## src/rtl/dlwb_pkg.sv

```systemverilog
package dlwb_pkg;

    // what occupies the write-back stage this cycle
    typedef enum logic [1:0] {
        SLOT_IDLE = 2'b00,
        SLOT_INT  = 2'b01,
        SLOT_LDST = 2'b10
    } slot_kind_e;

    // occupancy of the single pending entry
    typedef enum logic [0:0] {
        PEND_EMPTY = 1'b0,
        PEND_HELD  = 1'b1
    } pend_state_e;

    // named transitions of the pending-entry machine
    typedef enum logic [2:0] {
        TR_IDLE,
        TR_CAPTURE,
        TR_WAIT,
        TR_SWAP,
        TR_DRAIN,
        TR_KILL
    } pend_trans_e;

endpackage

```

## src/rtl/dlwb_wb_stage.sv

```systemverilog
module dlwb_wb_stage
    import dlwb_pkg::*;
#(
    parameter int DW = 32,
    parameter int AW = 6
) (
    input  logic          clk,
    input  logic          rst_n,
    input  logic          iss_int_vld,
    input  logic [AW-1:0] iss_int_rd,
    input  logic [DW-1:0] iss_int_data,
    input  logic          iss_ldst_vld,
    output slot_kind_e    wb_kind,
    output logic [AW-1:0] wb_rd,
    output logic [DW-1:0] wb_data
);

    slot_kind_e kind_nxt;

    always_comb begin
        if (iss_int_vld)
            kind_nxt = SLOT_INT;
        else if (iss_ldst_vld)
            kind_nxt = SLOT_LDST;
        else
            kind_nxt = SLOT_IDLE;
    end

    always_ff @(posedge clk or negedge rst_n) begin
        if (!rst_n) begin
            wb_kind <= SLOT_IDLE;
            wb_rd   <= '0;
            wb_data <= '0;
        end else begin
            wb_kind <= kind_nxt;
            if (iss_int_vld) begin
                wb_rd   <= iss_int_rd;
                wb_data <= iss_int_data;
            end
        end
    end

endmodule

```

## src/rtl/dlwb_pend_fsm.sv

```systemverilog
module dlwb_pend_fsm
    import dlwb_pkg::*;
#(
    parameter int DW = 32,
    parameter int AW = 6
) (
    input  logic          clk,
    input  logic          rst_n,
    input  slot_kind_e    wb_kind,
    input  logic [AW-1:0] wb_rd,
    input  logic          ldr_vld,
    input  logic [AW-1:0] ldr_rd,
    input  logic [DW-1:0] ldr_data,
    output logic          pend_vld,
    output logic [AW-1:0] pend_rd,
    output logic [DW-1:0] pend_data,
    output logic          drain_go
);

    pend_state_e state_q, state_d;
    pend_trans_e trans;

    logic port_free;
    logic accept;
    logic overwrite;

    // an integer result owns the port only in an integer write-back slot
    assign port_free = (wb_kind != SLOT_INT);
    // a return aimed at the register being written by a younger integer op is stale
    assign accept    = ldr_vld && !(!port_free && (wb_rd == ldr_rd));
    assign overwrite = !port_free && (wb_rd == pend_rd);

    // transition selection
    always_comb begin
        trans = TR_IDLE;
        unique case (state_q)
            PEND_EMPTY: begin
                if (accept)
                    trans = TR_CAPTURE;
                else
                    trans = TR_IDLE;
            end
            PEND_HELD: begin
                if (accept)
                    trans = TR_SWAP;
                else if (overwrite)
                    trans = TR_KILL;
                else if (port_free)
                    trans = TR_DRAIN;
                else
                    trans = TR_WAIT;
            end
            default: trans = TR_IDLE;
        endcase
    end

    always_comb begin
        unique case (trans)
            TR_CAPTURE, TR_SWAP, TR_WAIT: state_d = PEND_HELD;
            TR_IDLE, TR_DRAIN, TR_KILL:   state_d = PEND_EMPTY;
            default:                      state_d = PEND_EMPTY;
        endcase
    end

    // state register
    always_ff @(posedge clk or negedge rst_n) begin
        if (!rst_n)
            state_q <= PEND_EMPTY;
        else
            state_q <= state_d;
    end

    // entry payload
    always_ff @(posedge clk or negedge rst_n) begin
        if (!rst_n) begin
            pend_rd   <= '0;
            pend_data <= '0;
        end else if (trans == TR_CAPTURE || trans == TR_SWAP) begin
            pend_rd   <= ldr_rd;
            pend_data <= ldr_data;
        end
    end

    // outputs
    always_comb begin
        pend_vld = 1'b0;
        drain_go = 1'b0;
        unique case (state_q)
            PEND_EMPTY: begin
                pend_vld = 1'b0;
                drain_go = 1'b0;
            end
            PEND_HELD: begin
                pend_vld = 1'b1;
                drain_go = port_free;
            end
            default: begin
                pend_vld = 1'b0;
                drain_go = 1'b0;
            end
        endcase
    end

endmodule

```

## src/rtl/dlwb_fwd.sv

```systemverilog
module dlwb_fwd
    import dlwb_pkg::*;
#(
    parameter int DW = 32,
    parameter int AW = 6
) (
    input  logic [AW-1:0] rd_addr,
    input  logic [DW-1:0] rf_rdata,
    input  slot_kind_e    wb_kind,
    input  logic [AW-1:0] wb_rd,
    input  logic [DW-1:0] wb_data,
    input  logic          pend_vld,
    input  logic [AW-1:0] pend_rd,
    input  logic [DW-1:0] pend_data,
    output logic [DW-1:0] rd_fwd
);

    logic hit_int;
    logic hit_pend;

    assign hit_int  = (wb_kind == SLOT_INT) && (wb_rd == rd_addr);
    assign hit_pend = pend_vld && (pend_rd == rd_addr);

    always_comb begin
        if (hit_int)
            rd_fwd = wb_data;
        else if (hit_pend)
            rd_fwd = pend_data;
        else
            rd_fwd = rf_rdata;
    end

endmodule

```

## src/rtl/dlwb_buffer.sv

```systemverilog
module dlwb_buffer
    import dlwb_pkg::*;
#(
    parameter  int DW   = 32,
    parameter  int NREG = 64,
    parameter  int NRD  = 2,
    localparam int AW   = $clog2(NREG)
) (
    input  logic                    clk,
    input  logic                    rst_n,
    input  logic                    iss_int_vld,
    input  logic [AW-1:0]           iss_int_rd,
    input  logic [DW-1:0]           iss_int_data,
    input  logic                    iss_ldst_vld,
    input  logic                    ldr_vld,
    input  logic [AW-1:0]           ldr_rd,
    input  logic [DW-1:0]           ldr_data,
    input  logic [NRD-1:0][AW-1:0]  rd_addr,
    input  logic [NRD-1:0][DW-1:0]  rf_rdata,
    output logic [NRD-1:0][DW-1:0]  rd_fwd,
    output logic                    wp_en,
    output logic [AW-1:0]           wp_addr,
    output logic [DW-1:0]           wp_data
);

    slot_kind_e    wb_kind;
    logic [AW-1:0] wb_rd;
    logic [DW-1:0] wb_data;
    logic          pend_vld;
    logic [AW-1:0] pend_rd;
    logic [DW-1:0] pend_data;
    logic          drain_go;

    dlwb_wb_stage #(.DW(DW), .AW(AW)) u_wb (
        .clk          (clk),
        .rst_n        (rst_n),
        .iss_int_vld  (iss_int_vld),
        .iss_int_rd   (iss_int_rd),
        .iss_int_data (iss_int_data),
        .iss_ldst_vld (iss_ldst_vld),
        .wb_kind      (wb_kind),
        .wb_rd        (wb_rd),
        .wb_data      (wb_data)
    );

    dlwb_pend_fsm #(.DW(DW), .AW(AW)) u_pend (
        .clk       (clk),
        .rst_n     (rst_n),
        .wb_kind   (wb_kind),
        .wb_rd     (wb_rd),
        .ldr_vld   (ldr_vld),
        .ldr_rd    (ldr_rd),
        .ldr_data  (ldr_data),
        .pend_vld  (pend_vld),
        .pend_rd   (pend_rd),
        .pend_data (pend_data),
        .drain_go  (drain_go)
    );

    // write port: the integer result first, otherwise the parked load
    always_comb begin
        wp_en   = 1'b0;
        wp_addr = '0;
        wp_data = '0;
        if (wb_kind == SLOT_INT) begin
            wp_en   = 1'b1;
            wp_addr = wb_rd;
            wp_data = wb_data;
        end else if (drain_go) begin
            wp_en   = 1'b1;
            wp_addr = pend_rd;
            wp_data = pend_data;
        end
    end

    for (genvar g = 0; g < NRD; g++) begin : g_rd
        dlwb_fwd #(.DW(DW), .AW(AW)) u_fwd (
            .rd_addr   (rd_addr[g]),
            .rf_rdata  (rf_rdata[g]),
            .wb_kind   (wb_kind),
            .wb_rd     (wb_rd),
            .wb_data   (wb_data),
            .pend_vld  (pend_vld),
            .pend_rd   (pend_rd),
            .pend_data (pend_data),
            .rd_fwd    (rd_fwd[g])
        );
    end

endmodule

```

## config.mk

```make
export PLATFORM = sky130hd
export DESIGN_NAME = dlwb_buffer
export DESIGN_NICKNAME = d
export VERILOG_FILES = /design/src/rtl/dlwb_pkg.sv /design/src/rtl/dlwb_wb_stage.sv /design/src/rtl/dlwb_pend_fsm.sv /design/src/rtl/dlwb_fwd.sv /design/src/rtl/dlwb_buffer.sv
export SDC_FILE = /design/constraint.sdc
export NUM_CORES = 1
export LEC_CHECK = 0
export BUFFER_PORTS_ARGS = -buffer_cell sky130_fd_sc_hd__buf_4
export CORE_MARGIN = 3
export CORE_UTILIZATION = 52
export DETAILED_ROUTE_END_ITERATION = 7
export PLACE_DENSITY = 0.9
export SYNTH_ARGS = -nofsm -noshare
export SYNTH_HDL_FRONTEND = slang
export SYNTH_SLANG_ARGS = --single-unit
```

## constraint.sdc

```tcl
create_clock -name clk -period 5.05 [get_ports clk]
set_input_delay 0 -clock clk [delete_from_list [all_inputs] [get_ports clk]]
set_output_delay 0 -clock clk [all_outputs]
set_load 0.005 [all_outputs]
```

==> reports/qor.yml <==
die_w_um: 112.6
netlist_instances: 736
worst_pin_slew_ns: 1.522
drv_cap: 1
skew_ns: 0.006725
cts_made_buffers: 9
dr_total_vias: 7719
worstHoldStart: "iss_int_vld"
cp.required_ns: 5.05
fill_cells: 667
clock_path_buffers: 2
multi_input_area_mm2: 0.003692
yosysSeqAreaShare: 0.3347
htree_levels: 3
reg2reg_slack_ns: 2.29
post-route-period-util: 0.7010
drv_slew: 33
place_hpwl_um: 16400
tns_ns: 0
whs_endpoint: "u_wb.wb_kind[0]$_DFF_PN0_"
cts.sinks: 79
grt_max_degree: 82
cp_cell_sequence: "nor2b_4 -> buf_4 -> and4_1 -> a22oi_1 -> a21oi_1 -> buf_4"
end_kind: "output pin"
grt_pass1_vias: 7873
postSynthAreaPerCell_um2: 8.026
timing.final.crit_period_ns: 3.540
outcome: "finished, violations left"
arrival_ns: 3.54
holdPathStages: 1
cpMostUsedCell: "buf_4"
antennaDiodeCount: 0
grt_antenna_before_repair: 0
place_congestion: 0.9137
power_per_cell_area_mw_per_mm2: 247.9
hold_path_class: "primary input to flop"
tritoncts: "yes"
synth-seq-cells: 79
placedCellCount: 1056
synth_area_mm2: 0.005907
coreArea_mm2: 0.01098
io_pins: 260
register_area_mm2: 0.001977
stdcell_count: 1149
reg2reg_from: "u_wb.wb_kind[1]$_DFF_PN0_"
power_leakage_nw: 3.601
ctsResizeCount: 0
initial_core_util: 0.5378
drtIter0Drc: 1265
synth_fp_nets: 893
clkSlewWorstSetupHoldPaths_ns: 0.06
slowest_stage: "and4_1"
ir_drop_uv: 171.1
yosys_warnings: 0
rows: 38
finish.net_count: 1162
die_h_um: 112.6
drc: 0
dr.pass1.iters: 6
slowest_delay_ns: 1.34
grt_usage: 0.4233
insertion_delay_ns: 0.34
slew_headroom: -0.01462
setup_violations: 0
drt-total-wl_um: 27510
drive_gt1_frac: 0.3568
grt_pass1_wl_um: 42250
r2r-end: "u_pend.pend_data[3]$_DFFE_PN0P_"
fmax_ghz: 0.2825
yosys.cell_types.count: 28
hold_violations: 0
crit_path_start_kind: "flop"
violations: "capacitance limit, slew limit"
avgRoutedWirePerCell_um: 23.94
vias_per_cell: 6.718
portBuffers: 259
r2r_cells: 6
critPathKind: "flop to output pin"
rsz0062_at_grt: "no"
root_buffer: "clkbuf_16"
ant_nets: 0
path_max_fanout: 81
grt.overflow.total: 0
syn_to_final_growth_pct: 50.86
dieArea_mm2: 0.01267
-- flip-flops by register name, indices dropped and copies added, names as in the netlist --
| name | flops |
|---|---|
| u_wb.wb_data | 32 |
| u_pend.pend_data | 32 |
| u_pend.pend_rd | 6 |
| u_pend.state_q | 1 |
| u_wb.wb_kind | 2 |
| u_wb.wb_rd | 6 |
-- Yosys cell counts --
cell type	count	area, um2
o311ai_0	1	8.760
a21oi_1	32	160.2
nand4_1	4	25.02
buf_4	1	7.510
or4b_4	1	13.76
nor2b_1	2	12.51
or4b_1	1	10.01
a31oi_1	32	200.2
or2_2	1	6.260
and4_1	1	8.760
o21ai_1	36	180.2
nor3_1	64	320.3
clkbuf_1	70	262.8
nor4_1	64	400.4
mux2_2	67	754.5
dfrtp_1	79	1977
buf_2	18	90.09
buf_6	1	11.26
nand2_1	109	409.1
or2_1	1	6.260
a22oi_1	32	240.2
nand3_1	4	20.02
o41ai_2	1	16.27
o21ai_0	66	330.3
xor2_1	11	96.34
and3_1	3	18.77
xnor2_1	25	219.0
mux2_1	9	101.4
-- layout by cell type, fill, tap and decap left out --
master and n:
o21ai_0 66, clkbuf_8 1, nor3_1 64, mux2_1 9, nand3_1 4, nor2b_1 1, buf_4 270, o311ai_0 1
xor2_4 6, xor2_1 5, or2_1 1, or4b_4 1, a21oi_1 32, nand4_1 4, and3_2 2, or4b_1 1
or2_2 1, o41ai_4 1, clkinv_2 1, a31oi_1 32, mux2_2 67, dfrtp_1 79, and4_1 1, dlygate4sd3_1 78
xnor2_1 25, nor4_1 64, and3_1 1, o21ai_1 36, nor2b_4 1, a22oi_1 32, nand2_1 109, clkbuf_1 4
clkbuf_16 9
-- critical path, delay by kind of cell, from the launching register on --
family	cells	cell delay [ns]
and+or+nand+nor	2	1.46
buffers and inverters	2	0.78
AOI/OAI and AO/OA	2	0.58
DFF	1	0.40
-- logic make-up after synthesis --
kind of cell	synth area share
XOR/XNOR	0.05338
flip-flops	0.3347
AO/OA/AOI/OAI	0.1923
AND/OR/NAND/NOR	0.2118
buffers and inverters	0.06291
multiplexers	0.1449
-- per-layer routing --
layer / vias to the layer above / GRT usage / wire length, um
met5: - / 0 / 0
met4: 0 / 0.2500 / 1885
met3: 206 / 0.1224 / 3499
met2: 770 / 0.6939 / 12940
met1: 3495 / 0.4911 / 9179
li1: 3248 / - / -
-- report_power, final --
group / leakage [nW] / switching [mW] / internal (mW)
combinational: 2.55 / 0.462 / 0.360
clock: 0.127 / 0.266 / 0.344
sequential: 0.924 / 0.0794 / 0.697
total: 3.60 / 0.807 / 1.40
-- area by class of cell --
type	count	share of cell area
Tap cell	140	0.01966
Clock buffer	14	0.02850
Timing Repair Buffer	348	0.3151
Sequential cell	79	0.2218
Multi-Input combinational cell	567	0.4143
Clock inverter	1	0.0005616
-- worst max path at each step --
stage / from / to / slack (ns)
global route: u_pend.pend_rd[4]$_DFFE_PN0P_ / rd_fwd[56] / 1.46
finish: u_wb.wb_kind[1]$_DFF_PN0_ / rd_fwd[60] / 1.51
global placement: u_pend.pend_rd[4]$_DFFE_PN0P_ / rd_fwd[52] / 2.16
detailed placement: u_pend.pend_rd[4]$_DFFE_PN0P_ / rd_fwd[52] / 2.09
floorplan: u_wb.wb_rd[5]$_DFFE_PN0P_ / u_pend.pend_data[22]$_DFFE_PN0P_ / 3.21
CTS: u_pend.pend_rd[4]$_DFFE_PN0P_ / rd_fwd[52] / 1.73
-- timing repair --
| action | in CTS | in global routing |
|---|---|---|
| hold buffers | 78 | 0 |
| setup buffers | 0 | 0 |
| hold endpoints to repair | 156 | 0 |
-- per-stage QoR --
step | setup slack (ns) | hold WS (ns) | area [um2] | util | total power [mW]
after detailed placement | 2.092 | 0.2178 | 7869 | 0.7165 | 1.508
after global routing | 1.462 | 0.1220 | 8911 | 0.8113 | 2.282
final | 1.510 | 0.1160 | 8911 | 0.8113 | 2.209
after CTS | 1.727 | 0.09395 | 8909 | 0.8111 | 2.152
after floorplan | 3.215 | -0.2956 | 5907 | - | 1.142
after global placement | 2.157 | 0.2135 | 7869 | 0.7165 | 1.488
Note: power is estimated with default switching activity, not from simulation.
